**src/rtl/led_pat_pkg.sv**
```systemverilog
// Package: shared mode encoding for the LED pattern generator.
// Assumes a two-bit mode field; code 3 is the blank setting.
package led_pat_pkg;
    typedef enum logic [1:0] {
        PAT_PAIR  = 2'd0,
        PAT_COUNT = 2'd1,
        PAT_SWING = 2'd2,
        PAT_BLANK = 2'd3
    } pat_mode_e;
endpackage

```
**src/rtl/led_interval_timer.sv**
```systemverilog
// Interval prescaler: pulses `tick` once every TICK_CYCLES clock edges.
// Assumes TICK_CYCLES >= 2. `restart` clears the count, so the next
// tick falls a full interval after the restarting edge.
module led_interval_timer #(
    parameter int TICK_CYCLES = 5_000_000
) (
    input  logic clk,
    input  logic rst_n,
    input  logic restart,
    output logic tick
);
    localparam int CW = $clog2(TICK_CYCLES);
    localparam logic [CW-1:0] LAST = CW'(TICK_CYCLES - 1);

    logic [CW-1:0] cnt;

    // Tick is the cycle the counter sits on its last value, unless restarting.
    assign tick = (cnt == LAST) && !restart;

    // Count cycles within the interval, wrapping on tick.
    always_ff @(posedge clk) begin
        if (!rst_n || restart) begin
            cnt <= '0;
        end else if (tick) begin
            cnt <= '0;
        end else begin
            cnt <= cnt + 1'b1;
        end
    end
endmodule

```
**src/rtl/led_sweep.sv**
```systemverilog
// Sweep engine: a group of LIT_W adjacent lit LEDs that starts at the top
// of the port, moves one place down per step, and reverses at each end.
// End positions are not repeated. Assumes 1 <= LIT_W <= LED_W-2.
module led_sweep #(
    parameter int LED_W = 8,
    parameter int LIT_W = 2
) (
    input  logic             clk,
    input  logic             rst_n,
    input  logic             restart,
    input  logic             step,
    output logic [LED_W-1:0] leds
);
    localparam int PW = $clog2(LED_W);
    localparam logic [PW-1:0]    TOP_POS  = PW'(LED_W - LIT_W);
    localparam logic [PW-1:0]    TURN_TOP = PW'(LED_W - LIT_W - 1);
    localparam logic [LED_W-1:0] LIT_MASK = LED_W'((1 << LIT_W) - 1);

    logic [PW-1:0] pos;   // index of the lowest lit LED
    logic          down;  // 1: moving toward bit 0

    // Track position and direction; turn around one step before each end.
    always_ff @(posedge clk) begin
        if (!rst_n || restart) begin
            pos  <= TOP_POS;
            down <= 1'b1;
        end else if (step) begin
            if (down) begin
                if (pos == PW'(1)) begin
                    pos  <= '0;
                    down <= 1'b0;
                end else begin
                    pos <= pos - 1'b1;
                end
            end else begin
                if (pos == TURN_TOP) begin
                    pos  <= TOP_POS;
                    down <= 1'b1;
                end else begin
                    pos <= pos + 1'b1;
                end
            end
        end
    end

    // Place the lit group at the current position.
    always_comb begin
        leds = LIT_MASK << pos;
    end
endmodule

```
**src/rtl/led_counter.sv**
```systemverilog
// Binary step counter: counts up once per step, wrapping at all-ones.
// A restart returns it to zero.
module led_counter #(
    parameter int LED_W = 8
) (
    input  logic             clk,
    input  logic             rst_n,
    input  logic             restart,
    input  logic             step,
    output logic [LED_W-1:0] leds
);
    logic [LED_W-1:0] value;

    // Increment on each step; natural overflow gives the wrap.
    always_ff @(posedge clk) begin
        if (!rst_n || restart) begin
            value <= '0;
        end else if (step) begin
            value <= value + 1'b1;
        end
    end

    assign leds = value;
endmodule

```
**src/rtl/led_pattern_gen.sv**
```systemverilog
// LED pattern generator top: registers the mode select, restarts the
// timer and every pattern engine when the mode changes, and selects the
// engine output for the current mode. Assumes `mode` is synchronous to clk.
module led_pattern_gen #(
    parameter int LED_W       = 8,
    parameter int TICK_CYCLES = 5_000_000
) (
    input  logic             clk,
    input  logic             rst_n,
    input  logic [1:0]       mode,
    output logic [LED_W-1:0] leds
);
    import led_pat_pkg::*;

    pat_mode_e        mode_q;
    logic             restart;
    logic             tick;
    logic [LED_W-1:0] pair_leds;
    logic [LED_W-1:0] count_leds;
    logic [LED_W-1:0] swing_leds;

    // A new mode value restarts everything at this edge.
    assign restart = (pat_mode_e'(mode) != mode_q);

    // Hold the mode seen at the last edge; reset selects the pair pattern.
    always_ff @(posedge clk) begin
        if (!rst_n) begin
            mode_q <= PAT_PAIR;
        end else begin
            mode_q <= pat_mode_e'(mode);
        end
    end

    led_interval_timer #(.TICK_CYCLES(TICK_CYCLES)) i_timer (
        .clk(clk), .rst_n(rst_n), .restart(restart), .tick(tick)
    );

    led_sweep #(.LED_W(LED_W), .LIT_W(2)) i_pair (
        .clk(clk), .rst_n(rst_n), .restart(restart), .step(tick),
        .leds(pair_leds)
    );

    led_counter #(.LED_W(LED_W)) i_count (
        .clk(clk), .rst_n(rst_n), .restart(restart), .step(tick),
        .leds(count_leds)
    );

    led_sweep #(.LED_W(LED_W), .LIT_W(1)) i_swing (
        .clk(clk), .rst_n(rst_n), .restart(restart), .step(tick),
        .leds(swing_leds)
    );

    // Route the selected engine to the port; blank drives nothing.
    always_comb begin
        case (mode_q)
            PAT_PAIR:  leds = pair_leds;
            PAT_COUNT: leds = count_leds;
            PAT_SWING: leds = swing_leds;
            default:   leds = '0;
        endcase
    end
endmodule

```
**config.mk**
```make
export PLATFORM = sky130hd
export DESIGN_NAME = led_pattern_gen
export DESIGN_NICKNAME = d
export VERILOG_FILES = /design/src/rtl/led_pat_pkg.sv /design/src/rtl/led_interval_timer.sv /design/src/rtl/led_sweep.sv /design/src/rtl/led_counter.sv /design/src/rtl/led_pattern_gen.sv
export SDC_FILE = /design/constraint.sdc
export NUM_CORES = 1
export LEC_CHECK = 0
export BUFFER_PORTS_ARGS = -buffer_cell sky130_fd_sc_hd__buf_4
export CAP_MARGIN = 5
export CORE_UTILIZATION = 60
export CTS_CLUSTER_DIAMETER = 30
export DETAILED_ROUTE_END_ITERATION = 6
export GPL_ROUTABILITY_DRIVEN = 0
export PLACE_DENSITY_LB_ADDON = 0.05
export SLEW_MARGIN = 20
export SYNTH_ARGS = -nofsm -noshare
export SYNTH_HDL_FRONTEND = slang
export SYNTH_SLANG_ARGS = --single-unit
```
**constraint.sdc**
```tcl
create_clock -name clk -period 3.2 [get_ports clk]
set_clock_uncertainty 0.2 [all_clocks]
set_input_delay 0.64 -clock clk [delete_from_list [all_inputs] [get_ports clk]]
set_output_delay 0.64 -clock clk [all_outputs]
set_load 0.05 [all_outputs]
```
Yosys cells after proc, flatten, opt, wreduce, memory -nomap -nowiden

Cells that the tools add are included.

Flip-flop bits (word level): 41
Bits of input ports: 4
Output and inout bits: 8

$add $sub $neg: 6
Equal/unequal tests: 8
Shifts and indexed selects: 2
Mux-type cells: 13
Reductions and logical operators: 6

Operator list:

| cell                                                               | number |
|---|---|
| 8-bit one-hot mux with 3 select lines                              | 1 |
| 23-bit by 1-bit adder with 23-bit output, second input constant    | 1 |
| 23-bit == test, second input constant                              | 1 |
| 3-bit two-way mux                                                  | 6 |
| 8-bit by 1-bit adder with 8-bit output, second input constant      | 1 |
| 1-bit by 3-bit left shift with 8-bit output, first input constant  | 1 |
| 2-bit by 3-bit left shift with 8-bit output, first input constant  | 1 |
| 3-bit by 1-bit adder with 3-bit output, second input constant      | 2 |
| 3-bit by 1-bit == test with 1-bit output, second input constant    | 2 |
| 3-bit == test, second input constant                               | 2 |
| 1-bit two-way mux                                                  | 6 |
| 3-bit by 1-bit subtractor with 3-bit output, second input constant | 2 |
| 2-bit by 1-bit == test with 1-bit output, second input constant    | 1 |
| 2-bit == test, second input constant                               | 1 |
| 1-bit zero test                                                    | 2 |
| 2-bit zero test                                                    | 1 |
| 2-bit != test                                                      | 1 |
| 2-bit OR reduction                                                 | 1 |
| 1-bit logical AND                                                  | 1 |
| 1-bit logical OR                                                   | 1 |

Depth between registers and ports, before layout

Depth after elaboration: 4
Depth in mapped cells: 8
Depth with buffers taken out: 6

By module

A second synthesis with hierarchy kept.

Cell total of the unflattened synthesis: 274
Area, all modules: 2383.5 um^2

Modules (own cells, without submodules):

| module              | times used | cells an instance | area an instance (um^2) | sequential area each (um^2) |
|---|---|---|---|---|
| led_interval_timer  | 1          | 130               | 1088.5                  | 460.4 |
| led_counter         | 1          | 38                | 345.3                   | 160.2 |
| led_sweep (i_swing) | 1          | 40                | 339.1                   | 80.1 |
| led_sweep (i_pair)  | 1          | 39                | 335.3                   | 80.1 |
| led_pattern_gen     | 1          | 27                | 275.3                   | 40.0 |

Least setup slack after synthesis

OpenSTA, ideal clock, no wires.

Path kind: reg-to-output
From: reg i_pair.pos[1]
To: out leds[2]
Arrival: 2109 ps
Setup slack: 251 ps
Cell stages (with the launch flop): 6
Path through: dfxtp_1 -> inv_1 -> ha_1 -> nor3b_1 -> a21oi_1 -> o21ai_0

Cells in the longest elaborated chain, start to end: 2

Ends and longest elaborated chain:

| what                                        | RTL line              | text |
|---|---|---|
| start, declared                             | led_sweep.sv:19       | `logic [PW-1:0] pos;` |
| start signal, assigned                      | led_sweep.sv:33       | `pos <= pos - 1'b1;` |
| start signal, assigned                      | led_sweep.sv:40       | `pos <= pos + 1'b1;` |
| 2-bit by 3-bit left shift with 8-bit output | led_sweep.sv:48       | `leds = LIT_MASK << pos;` |
| 8-bit one-hot mux with 3 select lines       | led_pattern_gen.sv:55 | `case (mode_q)` |
| end, declared                               | led_pattern_gen.sv:11 | `output logic [LED_W-1:0] leds` |

No other way between the ends.

Worst setup path in the final report

Same ends and word-level chain as after synthesis.

==> summary.md <==
| Metric | Value |
|---|---|
| Die ar. | `4113 um2` |
| Tot GR Track Use | `25.94%` |
| CP arrival | `1840 ps` |
| Total clock sinks | `41` |
| Die W | `64.13 um` |
| Commonest cells after routing, fill and taps aside | `41 x dfxtp_1, 27 x a21oi_1, 22 x nor2_1, 18 x o21ai_0, 16 x nand2_1` |
| WHS | `around 280 ps` |
| DRC Markers | `0` |
| Hold/Removal Path Class | `flip-flop to flip-flop` |
| Drt first pass iters | `4` |
| # rows | `22` |
| CP max-delay cell | `dfxtp_1` |
| Critical Path End Type | `primary output` |
| Hold EP | `i_timer.cnt[22]$_SDFF_PP0_` |
| Post-route minimum period | `2681 ps` |
| Final setup margin | `around 520 ps` |
| Syn_area_per_cell | `8.098 um2` |
| Post-DR wirelength/cell | `14.38 um` |
| Worst Max-Slew Pin Slew | `862.5 ps` |
| Layout cells sized above 1 | `9.310%` |
| Worst setup startpoint | `i_pair.pos[1]$_SDFFE_PP1P_` |
| Commonest non-fill, non-tap cell in the layout | `dfxtp_1` |
| Yosys cell types | `44` |
| Final instance area | `~2500 um2` |
| Cell count after synthesis | `between 200 and 300` |
| # nets final | `306` |
| Outcome | `finished clean` |
| RR Endpoint | `i_count.leds[3]$_SDFFE_PP0P_` |
| Max H-tree Level | `2` |
| Setup_tns | `0 ps` |
| RSZ-0062 raised after global routing | `false` |
| Layout area overhead | `8.752%` |
| Post-DR vias/cell | `6.036` |
| Congestion Overflow GR | `0` |
| Worst reg2reg path startpoint | `i_timer.cnt[0]$_SDFF_PP0_` |
| CP startpoint kind | `flip-flop` |
| Post-cts hold buffer count | `0` |
| Initial drt markers | `162` |
| Die H | `64.13 um` |
| Tot Pwr | `0.9812 mW` |
| Ys flop type | `dfxtp_1` |
| Max_cap viols | `0` |
| Vias in the first global route | `1771` |
| Clock Latency Late Sink | `300 ps` |
| Final WL | `4.860 mm` |
| Achievable Freq | `0.3730 GHz` |
| Dpl cell area | `2407 um2` |
| Final setup viols | `0` |
| CP cell instances | `inv_1 > ha_1 > nor3b_1 > a21oi_1 > o21ai_0 > buf_4` |
| Ys async rst share | `0%` |
| CTS tree | `yes` |
| ANT nets after route | `0` |
| EDFF count, synth | `0` |
| Buf/Inv on CP | `2` |
| R2R Setup Slk | `about 700 ps` |
| Starting Density | `between 60% and 70%` |
| IO buf count | `11` |
| Longest Clk Path Bufs | `2` |
| Min-delay src | `i_timer.cnt[22]$_SDFF_PP0_` |
| CTS-repair resized insts | `0` |
| Critical path class | `flip-flop to primary output` |
| Yosys warning count | `0` |
| I/O pin count | `12` |
| Crit-path leading delay family | `flip-flops` |
| Req. time, crit path | `about 2400 ps` |
| Clk slew on worst S/H paths | `around 80 ps` |
| Hold Path Cell Cnt | `2` |
| Detailed placer's ending HPWL | `3.415 mm` |
| Worst Path Max Fanout | `6` |
| Leak | `~0.84 nW` |
| Diodes inserted | `0` |
| Final Cycle Share | `between 80% and 90%` |
| Synth Net Count | `303` |
| Pwr/cell area | `389.6 nW/um2` |
| FF+latch count, synth | `41` |
| Core ar. | `3689 um2` |
| Stages on worst setup path | `6` |
| First-pass GRT wire length | `8.286 mm` |
| Post-synthesis sequential area ratio | `35.44%` |
| Slew headroom | `42.50%` |
| CTS buffer count | `5` |
| DR vias | `2040` |
| Post-CTS setup buffer count | `0` |
| Hold Vio Cnt, Final | `0` |
| Pre-CTS setup slack | `739.5 ps` |
| Slowest stage delay, CP | `430 ps` |
| Final Slew Violations | `0` |
| Worst IR drop on VDD | `0.0003328 V` |
| Root buffer cell | `clkbuf_8` |
| Synth Cell Area | `about 2300 um2` |
| Worst Reg-to-Reg Cells | `5` |
| Largest net degree at the start of global routing | `30` |
| Initial antenna violation count | `0` |
layer usage:
metal  GRT usage (%)  vias up  routed length [um]
li1                -     1059                   -
met1           37.40      946                2465
met5               0        -                   0
met2           37.37       26                2130
met4           12.78        0                  94
met3           3.929        9                 169
power breakdown:
part / switching, mW / internal, mW / leakage (nW)
clock: 0.191 / 0.234 / 0.0554
sequential: 0.00697 / 0.512 / 0.331
combinational: 0.0241 / 0.0125 / 0.453
total: 0.222 / 0.759 / 0.839
per-stage QoR:
stage | std cells | utilization [%]
after detailed placement | 330 | 65.26
after CTS | 338 | 68.28
after floorplan | 286 | -
after global routing | 338 | 68.28
after global placement | 330 | 65.26
final | 338 | 68.28
sequential cells by signal, summed over array words and instances, names as in the netlist, named ones only:
signal and flops:
i_count.leds 8, i_swing.down 1, i_timer.cnt 23, i_swing.pos 3, i_pair.pos 3, mode_q 2
synthesized netlist by cell type (all sizes together) (2+ instances only):
library cell  instances  area (um2)
or3                   8       53.80
and4                  2       17.52
dfxtp                41       820.8
nor3                  4       20.02
nand3                13       65.06
o31ai                12       90.09
or2                   2       12.52
o311ai                2       17.52
o22ai                 2       12.51
nor3b                 4       30.03
nand2                16       60.06
inv                  11       41.29
xor2                  9       78.83
a31oi                 2       12.51
nor2b                 3       18.77
o21a                  2       15.01
and3                  5       32.53
or4                  10       75.07
xnor2                 7       61.31
a21oi                27       135.1
clkbuf               12       45.04
buf                   5       21.27
nor2                 22       82.58
ha                   13       162.7
nand2b                2       12.51
o21ai                19       98.85
nand4                14       87.58
and2                  3       18.77
nor4                  4       25.02
how the worst max path moves through the flow:
stage	endpoint	slack [ps]
finish	leds[2]	520
global route	leds[6]	420
CTS	leds[2]	520
detailed placement	i_count.leds[3]$_SDFFE_PP0P_	740
global placement	i_count.leds[6]$_SDFFE_PP0P_	810
floorplan	leds[2]	250
layout make-up:
class,count,area (um2)
multi-input cells,217,1388
fillers,319,1170
flip-flops and latches,41,820.8
repair buffers,13,97.59
clock buffers,6,72.57
well taps,48,60.06
inverters,11,41.29
clock inverters,2,38.79
tightest hold or removal path, cell delays in order, from the launching register on:
cell	delay (ps)
dfxtp_1	320
o31ai_1	60
a21oi_1	50
kinds of logic after synthesis:
logic type / Yosys count / share of synthesized area, %
flip-flops: 41 / 35.44
XOR/XNOR: 16 / 6.051
multiplexers: 1 / 0.4322
adder cells (fa/ha/maj): 13 / 7.023
AND/OR/NAND/NOR: 114 / 27.39
AO/OA/AOI/OAI: 73 / 19.02
buffers and inverters: 28 / 4.646
No activity file was read; power rests on OpenSTA's default activity.
